<file path="src/rtl/hcr_pkg.sv">
package hcr_pkg;

  localparam int DATA_W       = 32;
  localparam int NUM_SEL      = 8;
  localparam int DONE_BIT     = 9;

  localparam int WIDX_CRYPT   = 4;
  localparam int WIDX_STATUS  = 7;
  localparam int WIDX_SRC     = 8;
  localparam int WIDX_DST     = 9;
  localparam int WIDX_KEY     = 10;
  localparam int WIDX_LEN     = 11;
  localparam int WIDX_CMD     = 12;

  typedef enum logic [2:0] {
    SEL_NONE   = 3'd0,
    SEL_CRYPT  = 3'd1,
    SEL_STATUS = 3'd2,
    SEL_SRC    = 3'd3,
    SEL_DST    = 3'd4,
    SEL_KEY    = 3'd5,
    SEL_LEN    = 3'd6,
    SEL_CMD    = 3'd7
  } regSel_e;

  typedef struct packed {
    regSel_e sel;
    logic    wr;
  } regAccess_t;

  typedef enum logic [2:0] {
    ALG_MD5      = 3'd0,
    ALG_SHA1     = 3'd1,
    ALG_SHA224   = 3'd2,
    ALG_SHA256   = 3'd3,
    ALG_SHA512   = 3'd4,
    ALG_SHA384   = 3'd5,
    ALG_SHA512T  = 3'd6,
    ALG_BAD      = 3'd7
  } hashAlgo_e;

  function automatic hashAlgo_e decodeAlgo(input logic [2:0] mainSel,
                                           input logic [2:0] subSel);
    hashAlgo_e res;
    res = ALG_BAD;
    case (mainSel)
      3'b000: if (subSel == 3'b000) res = ALG_MD5;
      3'b010: if (subSel == 3'b000) res = ALG_SHA1;
      3'b100: if (subSel == 3'b000) res = ALG_SHA224;
      3'b101: if (subSel == 3'b000) res = ALG_SHA256;
      3'b110: begin
        case (subSel)
          3'b000:  res = ALG_SHA512;
          3'b001:  res = ALG_SHA384;
          3'b010:  res = ALG_SHA512T;
          default: res = ALG_BAD;
        endcase
      end
      default: res = ALG_BAD;
    endcase
    return res;
  endfunction

endpackage

</file>
<file path="src/rtl/hcr_ctrl.sv">
module hcr_ctrl
  import hcr_pkg::*;
#(
  parameter int ADDR_W = 10
) (
  input  logic              clk,
  input  logic              rstN,
  input  logic              busWrEn,
  input  logic [ADDR_W-1:0] busAddr,
  input  logic [2:0]        wrMainSel,
  input  logic [2:0]        wrSubSel,
  input  logic [1:0]        wrDigest,
  input  logic              wrIrqEn,
  input  logic              wrScatter,
  input  logic              wrClrDone,
  input  logic              opDone,
  output regAccess_t        acc,
  output logic              opStart,
  output hashAlgo_e         opAlgo,
  output logic              opAccum,
  output logic              opScatter,
  output logic              statusDone,
  output logic              irq
);

  regSel_e   selNow;
  hashAlgo_e algoDec;
  logic      cmdWr;
  logic      clrReq;
  logic      launch;
  logic      busy;
  logic      irqEnHeld;

  // word address decode shared by the read and write paths
  always_comb begin
    selNow = SEL_NONE;
    if (busAddr == ADDR_W'(WIDX_CRYPT))       selNow = SEL_CRYPT;
    else if (busAddr == ADDR_W'(WIDX_STATUS)) selNow = SEL_STATUS;
    else if (busAddr == ADDR_W'(WIDX_SRC))    selNow = SEL_SRC;
    else if (busAddr == ADDR_W'(WIDX_DST))    selNow = SEL_DST;
    else if (busAddr == ADDR_W'(WIDX_KEY))    selNow = SEL_KEY;
    else if (busAddr == ADDR_W'(WIDX_LEN))    selNow = SEL_LEN;
    else if (busAddr == ADDR_W'(WIDX_CMD))    selNow = SEL_CMD;
  end

  assign acc.sel = selNow;
  assign acc.wr  = busWrEn;

  assign algoDec = decodeAlgo(wrMainSel, wrSubSel);
  assign cmdWr   = busWrEn && (selNow == SEL_CMD);
  assign clrReq  = busWrEn && (selNow == SEL_STATUS) && wrClrDone;
  assign launch  = cmdWr && (algoDec != ALG_BAD) && !busy;

  always_ff @(posedge clk or negedge rstN) begin
    if (!rstN) begin
      opStart   <= 1'b0;
      opAlgo    <= ALG_MD5;
      opAccum   <= 1'b0;
      opScatter <= 1'b0;
      irqEnHeld <= 1'b0;
      busy      <= 1'b0;
    end else begin
      opStart <= launch;
      if (launch) begin
        opAlgo    <= algoDec;
        opAccum   <= (wrDigest == 2'b10);
        opScatter <= wrScatter;
        irqEnHeld <= wrIrqEn;
        busy      <= 1'b1;
      end else if (opDone) begin
        busy <= 1'b0;
      end
    end
  end

  always_ff @(posedge clk or negedge rstN) begin
    if (!rstN) begin
      statusDone <= 1'b0;
      irq        <= 1'b0;
    end else if (opDone) begin
      statusDone <= 1'b1;
      irq        <= irq | irqEnHeld;
    end else if (clrReq) begin
      statusDone <= 1'b0;
      irq        <= 1'b0;
    end
  end

  // start never lasts two cycles
  assert_start_single_R4: assert property (@(posedge clk) disable iff (!rstN)
    opStart |=> !opStart);

  // an illegal selection is never followed by a start
  assert_bad_algo_no_start_R5: assert property (@(posedge clk) disable iff (!rstN)
    (cmdWr && algoDec == ALG_BAD) |=> !opStart);

  // no start while a job is outstanding
  assert_busy_no_start_R7: assert property (@(posedge clk) disable iff (!rstN)
    (cmdWr && busy) |=> !opStart);

  // done always leaves the completion bit set
  assert_done_sets_bit_R8: assert property (@(posedge clk) disable iff (!rstN)
    opDone |=> statusDone);

  // the interrupt never stands without the completion bit
  assert_irq_implies_bit_R9: assert property (@(posedge clk) disable iff (!rstN)
    irq |-> statusDone);

  // a clearing write without done empties both
  assert_clear_works_R10: assert property (@(posedge clk) disable iff (!rstN)
    (clrReq && !opDone) |=> (!statusDone && !irq));

endmodule

</file>
<file path="src/rtl/hcr_regs.sv">
module hcr_regs
  import hcr_pkg::*;
#(
  parameter logic [DATA_W-1:0] SRC_MASK = 32'h7FFF_FFFF,
  parameter logic [DATA_W-1:0] DST_MASK = 32'h7FFF_FFF8,
  parameter logic [DATA_W-1:0] KEY_MASK = 32'h7FFF_FFF8,
  parameter logic [DATA_W-1:0] LEN_MASK = 32'h0FFF_FFFF,
  parameter logic [DATA_W-1:0] CMD_MASK = 32'h0014_7FFF
) (
  input  logic              clk,
  input  logic              rstN,
  input  regAccess_t        acc,
  input  logic [DATA_W-1:0] wrData,
  input  logic              statusDone,
  output logic [DATA_W-1:0] rdData
);

  // slot masks in regSel_e order; a zero mask means no storage
  localparam logic [DATA_W-1:0] MASK_TAB [NUM_SEL] = '{
    '0, '1, '0, SRC_MASK, DST_MASK, KEY_MASK, LEN_MASK, CMD_MASK
  };

  logic [DATA_W-1:0] slotVal [NUM_SEL];
  logic [DATA_W-1:0] statusWord;

  for (genvar i = 0; i < NUM_SEL; i++) begin : g_slot
    if (MASK_TAB[i] != '0) begin : g_store
      logic [DATA_W-1:0] q;
      always_ff @(posedge clk or negedge rstN) begin
        if (!rstN) begin
          q <= '0;
        end else if (acc.wr && acc.sel == regSel_e'(3'(i))) begin
          q <= wrData & MASK_TAB[i];
        end
      end
      assign slotVal[i] = q;
    end else begin : g_empty
      assign slotVal[i] = '0;
    end
  end

  assign statusWord = DATA_W'(statusDone) << DONE_BIT;

  always_comb begin
    if (acc.sel == SEL_STATUS) rdData = statusWord;
    else                       rdData = slotVal[acc.sel];
  end

  // the length register never shows bits outside its mask
  assert_len_masked_R2: assert property (@(posedge clk) disable iff (!rstN)
    (acc.sel == SEL_LEN) |-> ((rdData & ~LEN_MASK) == '0));

  // a read of status carries only the completion bit
  assert_status_only_done_R2: assert property (@(posedge clk) disable iff (!rstN)
    (acc.sel == SEL_STATUS) |-> ((rdData & ~(DATA_W'(1) << DONE_BIT)) == '0));

endmodule

</file>
<file path="src/rtl/hash_ctrl_regs.sv">
module hash_ctrl_regs
  import hcr_pkg::*;
#(
  parameter int                ADDR_W   = 10,
  parameter logic [DATA_W-1:0] SRC_MASK = 32'h7FFF_FFFF,
  parameter logic [DATA_W-1:0] DST_MASK = 32'h7FFF_FFF8,
  parameter logic [DATA_W-1:0] KEY_MASK = 32'h7FFF_FFF8,
  parameter logic [DATA_W-1:0] LEN_MASK = 32'h0FFF_FFFF,
  parameter logic [DATA_W-1:0] CMD_MASK = 32'h0014_7FFF
) (
  input  logic              clk,
  input  logic              rstN,
  input  logic              busWrEn,
  input  logic [ADDR_W-1:0] busAddr,
  input  logic [DATA_W-1:0] busWrData,
  output logic [DATA_W-1:0] busRdData,
  input  logic              opDone,
  output logic              opStart,
  output logic [2:0]        opAlgo,
  output logic              opAccum,
  output logic              opScatter,
  output logic              irq
);

  regAccess_t acc;
  hashAlgo_e  algoCode;
  logic       statusDone;

  hcr_ctrl #(.ADDR_W(ADDR_W)) u_ctrl (
    .clk        (clk),
    .rstN       (rstN),
    .busWrEn    (busWrEn),
    .busAddr    (busAddr),
    .wrMainSel  (busWrData[6:4] & CMD_MASK[6:4]),
    .wrSubSel   (busWrData[12:10] & CMD_MASK[12:10]),
    .wrDigest   (busWrData[8:7] & CMD_MASK[8:7]),
    .wrIrqEn    (busWrData[9] & CMD_MASK[9]),
    .wrScatter  (busWrData[18] & CMD_MASK[18]),
    .wrClrDone  (busWrData[DONE_BIT]),
    .opDone     (opDone),
    .acc        (acc),
    .opStart    (opStart),
    .opAlgo     (algoCode),
    .opAccum    (opAccum),
    .opScatter  (opScatter),
    .statusDone (statusDone),
    .irq        (irq)
  );

  hcr_regs #(
    .SRC_MASK (SRC_MASK),
    .DST_MASK (DST_MASK),
    .KEY_MASK (KEY_MASK),
    .LEN_MASK (LEN_MASK),
    .CMD_MASK (CMD_MASK)
  ) u_regs (
    .clk        (clk),
    .rstN       (rstN),
    .acc        (acc),
    .wrData     (busWrData),
    .statusDone (statusDone),
    .rdData     (busRdData)
  );

  assign opAlgo = algoCode;

endmodule

</file>
<file path="config.mk">
export PLATFORM = sky130hd
export DESIGN_NAME = hash_ctrl_regs
export DESIGN_NICKNAME = d
export VERILOG_FILES = /design/src/rtl/hcr_pkg.sv /design/src/rtl/hcr_ctrl.sv /design/src/rtl/hcr_regs.sv /design/src/rtl/hash_ctrl_regs.sv
export SDC_FILE = /design/constraint.sdc
export NUM_CORES = 1
export LEC_CHECK = 0
export CORE_ASPECT_RATIO = 1.4
export CORE_MARGIN = 2
export CORE_UTILIZATION = 57
export DETAILED_ROUTE_END_ITERATION = 6
export DONT_BUFFER_PORTS = 1
export GPL_ROUTABILITY_DRIVEN = 0
export GPL_TIMING_DRIVEN = 1
export PLACE_DENSITY_LB_ADDON = 0.3
export SLEW_MARGIN = 30
export SYNTH_ARGS = -nofsm -noshare
export SYNTH_HDL_FRONTEND = slang
export SYNTH_HIERARCHICAL = 1
export SYNTH_SLANG_ARGS = --single-unit
</file>
<file path="constraint.sdc">
create_clock -name clk -period 1.48 [get_ports clk]
set_clock_uncertainty 0.05 [all_clocks]
set_input_delay 0.074 -clock clk [delete_from_list [all_inputs] [get_ports clk]]
set_output_delay 0.074 -clock clk [all_outputs]
set_load 0.01 [all_outputs]
</file>
==> metrics.cfg <==
[routing]
drtPass1Iterations=5
wirelength_mm=27.08
wl_per_cell_um=30.42
vias=5886
drc_errors=0
via_per_inst=6.613
drt_iter0_drc=503
ant_nets=0

[placement]
io_buffers=0
placedCellCount=764
hpwlAfterDp_mm=11.85
pre_cts_ws_ps=-395.0

[sta]
min_period_over_period_pct=115.6
rsz0062_at_grt=true
fin_tns_setup_ps=-15930
min_period_ps=1711
worstMarginPinSlew_ps=499.0
hold_slack_ps=-725.5
slew_headroom_pct=66.63
hold_viol_final=184
setup-violations-final=147
slew_viol_final=0
fmax_mhz=584.6
timing.final.ws_setup_ps=-230.5

[power]
peakVddDrop_v=0.001176
total_power_mw=10.23
p_leak_nw=5.356
p_switching_mw=2.301
seq_power_share_pct=48.0
pwr-share-comb_pct=5.1
pwr_density_cell_nw_per_um2=886.0
intPower_mw=7.933
swShare_pct=22.49
clkPwrFrac_pct=46.8

[status]
violations=negative hold slack, negative setup slack
status=finished, violations left

[clock_tree]
cts_buffers=17
clk_latency_ps=440
clockBufferDepth=2
cts_sinks=174
cts.clk_slew.worst_paths_ps=70
cts_tree=built
htreeDepth=4
root_buffer=clkbuf_16

[layout]
layout_commonest_cell=dfrtp_1
num-fill-cells=628
area.growth.synth_to_final_pct=42.10
layout_common_cells=dfrtp_1 (174), mux2_4 (130), mux2i_1 (42)
drive_above_1_share_pct=55.11
seqCellArea_um2=4354
final_cells=890
nets=737
multi_input_area_um2=4506

[run]
cap_violations=0

[floorplan]
io_pins=85
die_x_um=104.9
initial_core_util_pct=58.44
rows=51
coreArea_um2=13910
dieHeight_um=145.3
die-area_um2=15250

[logic_synthesis]
synth.area.top_cells=dfrtp_1 (54%), mux2_2 (21%), mux2i_1 (9.1%)
synth_top_area_cell=dfrtp_1
syn_area_um2=8129
ys_seq_area_share_pct=53.56
avgSynthCellArea_um2=14.19
synth_nets=619
ys_seq_elements=174
ys_warn_count=6
synth_cell_types=39
synth_top_area_share_pct=53.56
synth_cells=573

[worst_setup_path]
worst_ep_required_time_ps=1360
critical_path.cell_chain=nor2_4 > nand3_4 > nor3_4 > buf_6 > nand2b_4 > buf_12 > o22a_1 > o21ai_2 > buf_4
cp-end-kind=output pin
arrival_ps=1590
r2r-end=u_ctrl/opAlgo[1]
cp_num_buf_inv=3
max_stage_delay_ps=320
reg2regPathDepth=3
r2r_start=u_ctrl/busy
startpoint_type=primary input
critPathSlowestCell=nor3_4
critical_path_class=primary input to output pin
path_delay_family=simple AND/OR/NAND/NOR gates
regToRegSetupSlack_ps=30
worst-path-max-fanout=8

[global_route]
use_met2_pct=48.96
grt_pass1_wl_mm=33.60
grt_pass1_vias=5978
grt_max_degree=175
grtUsageMet1_pct=35.11
antenna_found_initial=1
use_met3_pct=6.963
grt-busiest-layer=met2
grt_overflow=0
grtUsageTotal_pct=28.83

[min_path]
min_path_type=primary input to asynchronous set/reset pin

==> synth_stat cells, drive strengths merged <==
| library cell | n |
|---|---|
| a21bo | 1 |
| nor3b | 2 |
| xnor2 | 1 |
| o22a | 13 |
| nand2 | 7 |
| o22ai | 16 |
| buf | 30 |
| clkbuf | 8 |
| a21o | 2 |
| a41o | 11 |
| o21ai | 18 |
| nor4b | 1 |
| nand2b | 5 |
| mux2i | 74 |
| nand4b | 4 |
| or3 | 1 |
| mux2 | 171 |
| inv | 3 |
| xor2 | 1 |
| and3 | 2 |
| a21oi | 1 |
| or2 | 1 |
| o2111ai | 1 |
| dfrtp | 174 |
| nor3 | 6 |
| nor2b | 1 |
| nor2 | 9 |
| a31oi | 1 |
| a211oi | 3 |
| nand4 | 1 |
| mux4 | 1 |
| nand3 | 3 |
==> how the worst max path moves through the flow <==
stage                                                 to  depth (start not counted)                           from  slack (ps)
after floorplan           u_regs/g_slot[5].g_store.q[10]                          9                     busAddr[3]        -180
after global placement    u_regs/g_slot[5].g_store.q[19]                          8                     busAddr[9]        -300
after detailed placement  u_regs/g_slot[3].g_store.q[18]                          7                     busAddr[9]        -400
after CTS                                   busRdData[9]                          2  u_regs/g_slot[7].g_store.q[9]        -180
after global routing                       busRdData[29]                          8                     busAddr[6]        -270
final                                      busRdData[12]                          9                     busAddr[6]        -230
==> area by class of cell <==
class	count	area share (%)
Antenna cell	1	0.02166
Clock buffer	20	4.040
Clock inverter	12	1.386
Inverter	3	0.09749
Multi-Input combinational cell	358	39.01
Sequential cell	174	37.69
Tap cell	185	2.004
Timing Repair Buffer	137	15.75
==> registers in the layout, summed over array words and instances (netlist names) <==
signal	flops
u_ctrl/opAccum	1
u_regs/g_slot.g_store.q	164
u_ctrl/irqEnHeld	1
u_ctrl/statusDone	1
u_ctrl/opScatter	1
u_ctrl/busy	1
u_ctrl/opStart	1
u_ctrl/opAlgo	3
u_ctrl/irq	1
==> metal layers <==
layer  vias to the layer above  part of all wire, %
li1                       2359                    -
met1                      3072                   37
met2                       342                   51
met3                       113                  6.6
met4                         0                  5.0
met5                         -                    0
==> logic make-up (layout without fill, tap and decap cells) <==
| logic type | count (synthesis) | in the layout | synth area share, % |
|---|---|---|---|
| mux | 246 | 246 | 34.00 |
| compound gates | 67 | 67 | 6.126 |
| flops | 174 | 174 | 53.56 |
| other cells | 0 | 1 | 0 |
| simple gates | 43 | 43 | 3.417 |
| xor+xnor | 2 | 2 | 0.2155 |
| buf+inv | 41 | 172 | 2.678 |
==> per-stage QoR <==
| stage | hold slack [ps] | utilization [%] | cell area [µm²] |
|---|---|---|---|
| floorplan | -271.6 | - | 8484 |
| global placement | -264.5 | 64.00 | 8902 |
| detailed placement | -264.2 | 64.00 | 8902 |
| CTS | -736.7 | 75.39 | 10490 |
| global route | -744.8 | 83.04 | 11550 |
| finish | -725.5 | 83.04 | 11550 |
==> power groups by stage <==
stage	clock network (mW)	logic [mW]	registers [mW]
6_report	4.79	0.527	4.91
5_1_grt	5.04	0.548	4.92
4_1_cts	4.77	0.379	4.89
3_5_place_dp	0	0.235	4.97
3_3_place_gp	0	0.221	4.97
2_1_floorplan	0	0.200	4.96
==> what timing repair did <==
action	in CTS	in global routing
endpoints found under the hold margin	348	211
setup buffers	21	15
gates resized for setup	83	141
pin swaps	21	19
endpoints found under the setup margin	32	142
hold buffers	31	11
gates cloned	7	10
(Power assumes the default switching activity.)
